==> config.mk <==
export PLATFORM = sky130hd
export DESIGN_NAME = host_card_window_xlate
export DESIGN_NICKNAME = d
export VERILOG_FILES = /design/src/rtl/hcw_pkg.sv /design/src/rtl/hcw_regs.sv /design/src/rtl/hcw_match.sv /design/src/rtl/hcw_prio.sv /design/src/rtl/host_card_window_xlate.sv
export SDC_FILE = /design/constraint.sdc
export NUM_CORES = 1
export LEC_CHECK = 0
export BUFFER_PORTS_ARGS = -buffer_cell sky130_fd_sc_hd__buf_4
export CORE_MARGIN = 5
export CORE_UTILIZATION = 63
export DETAILED_ROUTE_END_ITERATION = 10
export GPL_TIMING_DRIVEN = 0
export PLACE_DENSITY_LB_ADDON = 0.3
export REMOVE_ABC_BUFFERS = 1
export SLEW_MARGIN = 30
export SYNTH_ARGS = -nofsm -noshare
export SYNTH_HDL_FRONTEND = slang
export SYNTH_HIERARCHICAL = 1
export SYNTH_SLANG_ARGS = --single-unit
==> constraint.sdc <==
create_clock -name clk -period 2.65 [get_ports clk]
set_input_delay 0.1325 -clock clk [delete_from_list [all_inputs] [get_ports clk]]
set_output_delay 0.1325 -clock clk [all_outputs]
set_load 0.03 [all_outputs]
==> src/rtl/hcw_pkg.sv <==
package hcw_pkg;
    localparam int NUM_WIN    = 4;
    localparam int HOST_AW    = 24;
    localparam int PAGE_SH    = 12;
    localparam int OFF_PW     = 13;
    localparam int HPAGE_W    = HOST_AW - PAGE_SH;
    localparam int CARD_AW    = OFF_PW + PAGE_SH;
    localparam int WIN_STRIDE = 8;
    localparam int SLOT_W     = $clog2(WIN_STRIDE);
    localparam logic [7:0] WIN_BASE = 8'h10;
    localparam logic [7:0] ENA_IDX  = 8'h06;
    localparam int IO0_BIT    = 6;

    typedef enum logic [SLOT_W-1:0] {
        SL_FIRST_LO = 3'd0,
        SL_FIRST_HI = 3'd1,
        SL_LAST_LO  = 3'd2,
        SL_LAST_HI  = 3'd3,
        SL_DISP_LO  = 3'd4,
        SL_DISP_HI  = 3'd5
    } slot_e;

    typedef struct packed {
        logic [HPAGE_W-1:0] first;
        logic [HPAGE_W-1:0] last;
        logic [OFF_PW-1:0]  disp;
        logic               wide;
        logic               timer;
        logic               attr;
    } win_cfg_t;

    typedef struct packed {
        logic               hit;
        logic [CARD_AW-1:0] card;
        logic               attr;
        logic               wide;
        logic               timer;
    } xlate_t;

    function automatic logic [OFF_PW-1:0] page_add(
        input logic [HPAGE_W-1:0] hpage,
        input logic [OFF_PW-1:0]  disp
    );
        return OFF_PW'(hpage) + disp;
    endfunction
endpackage

==> src/rtl/hcw_regs.sv <==
module hcw_regs
    import hcw_pkg::*;
(
    input  logic               clk,
    input  logic               rst,
    input  logic               reg_we,
    input  logic [7:0]         reg_idx,
    input  logic [7:0]         reg_wdata,
    output win_cfg_t           cfg [NUM_WIN],
    output logic [NUM_WIN-1:0] win_en,
    output logic               io0_en
);
    localparam int FHI_W = HPAGE_W - 8;
    localparam int DHI_W = OFF_PW - 8;

    for (genvar g = 0; g < NUM_WIN; g++) begin : g_win
        localparam logic [7:0] BASE = WIN_BASE + 8'(g * WIN_STRIDE);
        logic  wsel;
        slot_e slot;
        assign wsel = reg_we && (reg_idx[7:SLOT_W] == BASE[7:SLOT_W]);
        assign slot = slot_e'(reg_idx[SLOT_W-1:0]);

        always_ff @(posedge clk) begin
            if (rst) begin
                cfg[g] <= '0;
            end else if (wsel) begin
                case (slot)
                    SL_FIRST_LO: cfg[g].first[7:0] <= reg_wdata;
                    SL_FIRST_HI: begin
                        cfg[g].first[HPAGE_W-1:8] <= reg_wdata[FHI_W-1:0];
                        cfg[g].wide               <= reg_wdata[7];
                    end
                    SL_LAST_LO:  cfg[g].last[7:0] <= reg_wdata;
                    SL_LAST_HI: begin
                        cfg[g].last[HPAGE_W-1:8] <= reg_wdata[FHI_W-1:0];
                        cfg[g].timer             <= reg_wdata[6];
                    end
                    SL_DISP_LO:  cfg[g].disp[7:0] <= reg_wdata;
                    SL_DISP_HI: begin
                        cfg[g].disp[OFF_PW-1:8] <= reg_wdata[DHI_W-1:0];
                        cfg[g].attr             <= reg_wdata[6];
                    end
                    default: ;
                endcase
            end
        end
    end

    always_ff @(posedge clk) begin
        if (rst) begin
            win_en <= '0;
            io0_en <= 1'b0;
        end else if (reg_we && reg_idx == ENA_IDX) begin
            win_en <= reg_wdata[NUM_WIN-1:0];
            io0_en <= reg_wdata[IO0_BIT];
        end
    end

    AST_ENA_WRITE_NEXT: assert property (@(posedge clk) disable iff (rst)
        (reg_we && reg_idx == ENA_IDX) |=> (win_en == $past(reg_wdata[NUM_WIN-1:0])));
endmodule

==> src/rtl/hcw_match.sv <==
module hcw_match
    import hcw_pkg::*;
(
    input  win_cfg_t             cfg,
    input  logic                 en,
    input  logic [HOST_AW-1:0]   host_addr,
    output xlate_t               res
);
    logic [HPAGE_W-1:0] hpage;
    assign hpage = host_addr[HOST_AW-1:PAGE_SH];

    always_comb begin
        res.hit   = en && (hpage >= cfg.first) && (hpage <= cfg.last);
        res.card  = {page_add(hpage, cfg.disp), host_addr[PAGE_SH-1:0]};
        res.attr  = cfg.attr;
        res.wide  = cfg.wide;
        res.timer = cfg.timer;
    end
endmodule

==> src/rtl/hcw_prio.sv <==
module hcw_prio
    import hcw_pkg::*;
(
    input  logic   clk,
    input  logic   rst,
    input  xlate_t cand [NUM_WIN],
    output xlate_t pick
);
    always_comb begin
        pick = '0;
        for (int i = NUM_WIN - 1; i >= 0; i--) begin
            if (cand[i].hit) pick = cand[i];
        end
    end

    AST_FIRST_WINS: assert property (@(posedge clk) disable iff (rst)
        cand[0].hit |-> (pick.card == cand[0].card && pick.attr == cand[0].attr));
endmodule

==> src/rtl/host_card_window_xlate.sv <==
module host_card_window_xlate
    import hcw_pkg::*;
(
    input  logic               clk,
    input  logic               rst,
    input  logic               reg_we,
    input  logic [7:0]         reg_idx,
    input  logic [7:0]         reg_wdata,
    input  logic [HOST_AW-1:0] host_addr,
    output logic               hit,
    output logic [CARD_AW-1:0] card_addr,
    output logic               attr_sel,
    output logic               wide16,
    output logic               timer_sel,
    output logic               io0_en
);
    win_cfg_t           cfg  [NUM_WIN];
    logic [NUM_WIN-1:0] win_en;
    xlate_t             cand [NUM_WIN];
    xlate_t             pick;

    hcw_regs u_regs (
        .clk(clk), .rst(rst), .reg_we(reg_we), .reg_idx(reg_idx),
        .reg_wdata(reg_wdata), .cfg(cfg), .win_en(win_en), .io0_en(io0_en)
    );

    for (genvar g = 0; g < NUM_WIN; g++) begin : g_match
        hcw_match u_match (
            .cfg(cfg[g]), .en(win_en[g]), .host_addr(host_addr), .res(cand[g])
        );
    end

    hcw_prio u_prio (.clk(clk), .rst(rst), .cand(cand), .pick(pick));

    assign hit       = pick.hit;
    assign card_addr = pick.card;
    assign attr_sel  = pick.attr;
    assign wide16    = pick.wide;
    assign timer_sel = pick.timer;

    AST_NO_HIT_WHEN_OFF: assert property (@(posedge clk) disable iff (rst)
        (win_en == '0) |-> !hit);
    AST_IDLE_ZERO: assert property (@(posedge clk) disable iff (rst)
        !hit |-> (card_addr == '0 && !attr_sel && !wide16 && !timer_sel));
endmodule

Word level (Yosys, flattened, before mapping):

Index checks and enable logic that the tools add are counted.

* reductions and logical operators: 38
* multiplexer cells: 4
* eq/ne operators: 10
* magnitude comparators: 8
* $add $sub $neg: 4

Operator list (count)
* $mux 29: 4
* $add 12x13->13: 4
* $ge 12x12->1: 4
* $le 12x12->1: 4
* $reduce_and 2->1: 24
* $logic_and 1x1->1: 13
* $eq 5x2->1 const B: 2
* $eq 5x3->1 const B: 2
* $eq 8x3->1 const B: 1
* $eq 3x2->1 const B: 2
* $eq 3x3->1 const B: 2
* $eq 3x1->1 const B: 1
* $logic_not 3->1: 1

* logic and storage cells: 102
* register bits: 165

Longest topological paths before layout:

* depth in word-level cells: 7
* mapped depth: 12
* gate-level depth less buffers: 10

Cells and area by module:

The synthesis kept the hierarchy.

By module, submodules not included
* hcw_regs: cells an instance 589, times used 1, area each 6681.4 µm², sequential area each 3303.2 µm²
* hcw_match (g_match[2].u_match ...): cells an instance 171, times used 2, area each 1270.0 µm², sequential area each 0.0 µm²
* hcw_match (g_match[0].u_match): cells an instance 180, times used 1, area each 1305.0 µm², sequential area each 0.0 µm²
* hcw_match (g_match[1].u_match): cells an instance 181, times used 1, area each 1305.0 µm², sequential area each 0.0 µm²
* hcw_prio: cells an instance 106, times used 1, area each 710.7 µm², sequential area each 0.0 µm²

Least setup slack after synthesis:

No wires, ideal clock.

* path kind: reg2out
* from: reg u_regs/cfg[43] (netlist name)
* to: out card_addr[24]
* arrival time: 2826 ps
* stages on the path, launching flop included: 10
* data required time: 2518 ps
* path slack: -309 ps
* path buffers: 0
* cell sequence: dfxtp_1 > ha_1 > fa_1 > a211oi_2 > o21ai_1 > a221o_1 > a21oi_2 > xnor2_1 > a22oi_1 > a221oi_1

RTL lines
* to (decl): RTL line host_card_window_xlate.sv:11 `output logic [CARD_AW-1:0] card_addr,`

==> impl_metrics.csv <==
group,metric,value,unit
outcome,status,"complete, but fails checks",
outcome,violations,"negative setup slack",
timing,rsz0062_at_grt,"true",
synthesis,ys_seq_elements,165,
floorplan,die_area,22800,sq um
layout,diodes,0,
layout,final_nets,1584,
flow_run,drv_cap,0,
layout,seq_area,3310,sq um
detailed_routing,drtAntennaViolNets,0,
timing,max_freq,0.298,GHz
setup_path,critPathTopFamily,"compound AO/OA/AOI/OAI gates",
power,p_seq_share,42.7,%
floorplan,dieHeight,151,microns
power,p_int,4280,uW
setup_path,end_kind,"output pin",
power,p_sw_share,26.4,%
layout,finalNonFillerCells,1671,
clock_tree,clkSlewWorstSetupHoldPaths,70,ps
timing,setup-violations-final,29,
floorplan,fp-row-count,51,
setup_path,crit_fanout,7,
setup_path,slowest_stage,"a2111oi_2",
clock_tree,cts_tree,"done",
timing,slew_viol_final,0,
grt,grt_pass1_vias,10251,
power,comb_power_share,12.4,%
grt,grt_overflow,0,
detailed_routing,via_per_inst,6.23,
layout,drive_gt1_share,19.1,%
detailed_routing,wl_per_cell,21.1,microns
clock_tree,holdBufCountCts,0,
layout,multi_input_area,8520,sq um
setup_path,critPathMaxStageDelay,390,ps
placement,port_buffers,72,
detailed_routing,drc,0,
clock_tree,clock_latency,430,ps
power,clock_power_share,44.9,%
layout,n_fill_cell,1477,
placement,gp_congestion,0.941,
timing,clock_skew,0,ps
clock_tree,clkSinkCount,165,
worst_hold_path,hp-start,"reg_idx[6]",
synthesis,synthCells,1398,
synthesis,ys.flop_type,"dfxtp_1",
power,power_switching,1540,uW
setup_path,crit_path_cell_trace,"inv_1 > ha_4 > a21o_1 > a2111oi_2 > o21ai_1 > a221o_1 > o311a_4 > nor2b_4 > buf_6 > buf_12 > a22oi_2 > a21oi_2 > buf_6",
grt,grt_pass1_wl,53400,microns
floorplan,start_util,64.2,%
timing,finalHoldViolCount,0,
clock_tree,cts_htree_levels,4,
floorplan,pin_count,73,
floorplan,die_w,151,microns
timing,slew_headroom,31.9,%
detailed_routing,vias,10415,
timing,final.setup.worst_slack,-709,ps
setup_path,path_class,"register to output pin",
power,ir_drop,0.506,mV
synthesis,synth_seq_area_share,26.3,%
synthesis,synthArstFlopShare,0,%
setup_path,r2r-start,"u_regs/win_en[2]",
setup_path,startpoint,"u_regs/cfg[33]",
clock_tree,cts_made_buffers,17,
clock_tree,cts-root-buf,"clkbuf_16",
grt,antenna_found_initial,0,
timing,fin_worst_hold_slack,199,ps
clock_tree,cts_buffer_depth,2,
synthesis,postSynthAreaPerCell,8.97,sq um
synthesis,syn_area,12500,sq um
floorplan,coreArea,19500,sq um
setup_path,crit_top_cell,"buf_6",
synthesis,ys.warnings.count,6,
synthesis,synth_edf_count,0,
power,power_leakage,0.00627,uW
detailed_routing,drt_wl_total,35200,microns
setup_path,cp.arrival,3230,ps
setup_path,cp.required,2520,ps
placement,dp_hpwl,21600,microns
timing,post-route-period-util,127,%
grt,gr-usage-all-layers,30.3,%
synthesis,netlist-cell-type-count,67,
worst_hold_path,min_path_type,"primary input to register",
grt,grt_max_degree,174,
setup_path,cp-start-kind,"register",
detailed_routing,first_pass_iters,8,
timing,worst_slew_pin_slew,1020,ps
placement,dp_cells,1616,
timing,period_needed,3360,ps
setup_path,cp_num_buf_inv,4,
power,p_per_area,412,nW/um^2
layout,syn2layout_area_growth,12.7,%
detailed_routing,first_iter_violations,729,
## metal layers
metal,track usage [%],part of all wire [%],vias to the layer above
li1,-,-,4928
met1,36.7,41,5004
met2,50.7,48,371
met3,6.46,7.2,112
met4,15.5,4.6,0
met5,0,0,-
## synthesized netlist by cell type (all sizes together) (5+ instances only)
master / n / area share (%)
dfxtp: 165 / 26
a21o: 19 / 1.2
inv: 102 / 3.1
o311a: 8 / 0.64
a211oi: 25 / 1.8
mux2i: 165 / 13
buf: 79 / 4.9
xnor2: 12 / 0.84
nor2: 55 / 1.6
nand2: 23 / 0.69
nor4: 5 / 0.25
o21ai: 43 / 1.8
nand4: 24 / 1.2
nand2b: 178 / 8.9
clkbuf: 49 / 1.6
nor3: 17 / 0.72
ha: 144 / 14
o21a: 6 / 0.36
o211ai: 8 / 0.56
o22ai: 27 / 1.3
a22oi: 33 / 2.0
nor2b: 11 / 0.57
nor3b: 5 / 0.52
nand3: 41 / 2.9
a21oi: 87 / 3.6
xor2: 12 / 0.84
## worst paths after layout
path                                    endpoint  slack (ps)  cells after the start
worst min register to register   u_regs/cfg[158]         480                      2
worst min-delay path              u_regs/cfg[65]         200                      4
worst max register to register  u_regs/win_en[2]        1650                      2
worst max-delay path               card_addr[20]        -710                     13
## state kept, by name (all words and copies together), names as in the netlist
name and count:
u_regs/cfg 160, u_regs/win_en 4, u_regs/io0_en 1
## power by group through the flow
stage	Clock, uW	Combinational, uW	Sequential, uW
global route	2750	779	2480
CTS	2640	689	2480
finish	2610	722	2480
floorplan	0	367	2540
global placement	0	625	2540
detailed placement	0	665	2540
## timing repair
item	4_1_cts	5_1_grt
pin swaps	31	33
setup endpoints to repair	29	29
gates cloned	4	1
buffers inserted	14	6
resized for setup	55	59
## metrics by stage
step | setup TNS [ps] | power [uW] | utilization, % | worst slack [ps] | area, sq um
4_1_cts | -19390 | 5810 | 70.9 | -740 | 13800
6_report | -17740 | 5820 | 72.4 | -709 | 14100
5_1_grt | -20280 | 6010 | 72.4 | -817 | 14100
2_1_floorplan | -45620 | 2910 | - | -1040 | 11700
3_3_place_gp | -193160 | 3160 | 64.5 | -2150 | 12600
3_5_place_dp | -29750 | 3210 | 65.5 | -1390 | 12800
## cell families after synthesis
logic type      count (synthesis)  share of synthesized area (%)
simple gates                  379                           18.8
flops                         165                           26.3
buf+inv                       230                           9.61
mux                           165                           13.2
xor+xnor                       24                           1.68
compound gates                287                           15.4
fa+ha+maj                     148                           15.0
## worst register-to-register path, stage by stage, from the launching register on
cell and delay (ps):
dfxtp_1 560, nand2b_1 130, mux2i_1 210
## final cells by class
class	count	share of cell area, %
well taps	265	2.35
multi-input cells	1007	60.3
clock buffers	18	3.11
inverters	102	2.73
clock inverters	14	1.27
flip-flops and latches	165	23.4
repair buffers	100	6.83
## cells in the final DEF, fill, tap and decap left out, types with 7 or more instances in the layout
master	Yosys	layout
a21oi_2	3	18
nand3_1	18	18
xor2_1	12	12
o22ai_1	27	26
a21oi_1	84	69
ha_1	144	138
a22oi_2	0	25
buf_6	6	25
inv_1	101	99
a211oi_1	17	17
a22oi_1	33	8
xnor2_1	12	12
clkbuf_16	0	17
a21o_1	17	17
o21ai_1	10	8
nor2b_1	10	7
mux2i_1	165	165
nand4_1	24	24
nor2_1	55	53
nor3_1	16	14
nand2_1	23	21
o21ai_0	31	30
buf_4	62	66
nand2b_1	178	171
nand3_2	17	17
dfxtp_1	165	162
Power figures use the tool's default switching activity.
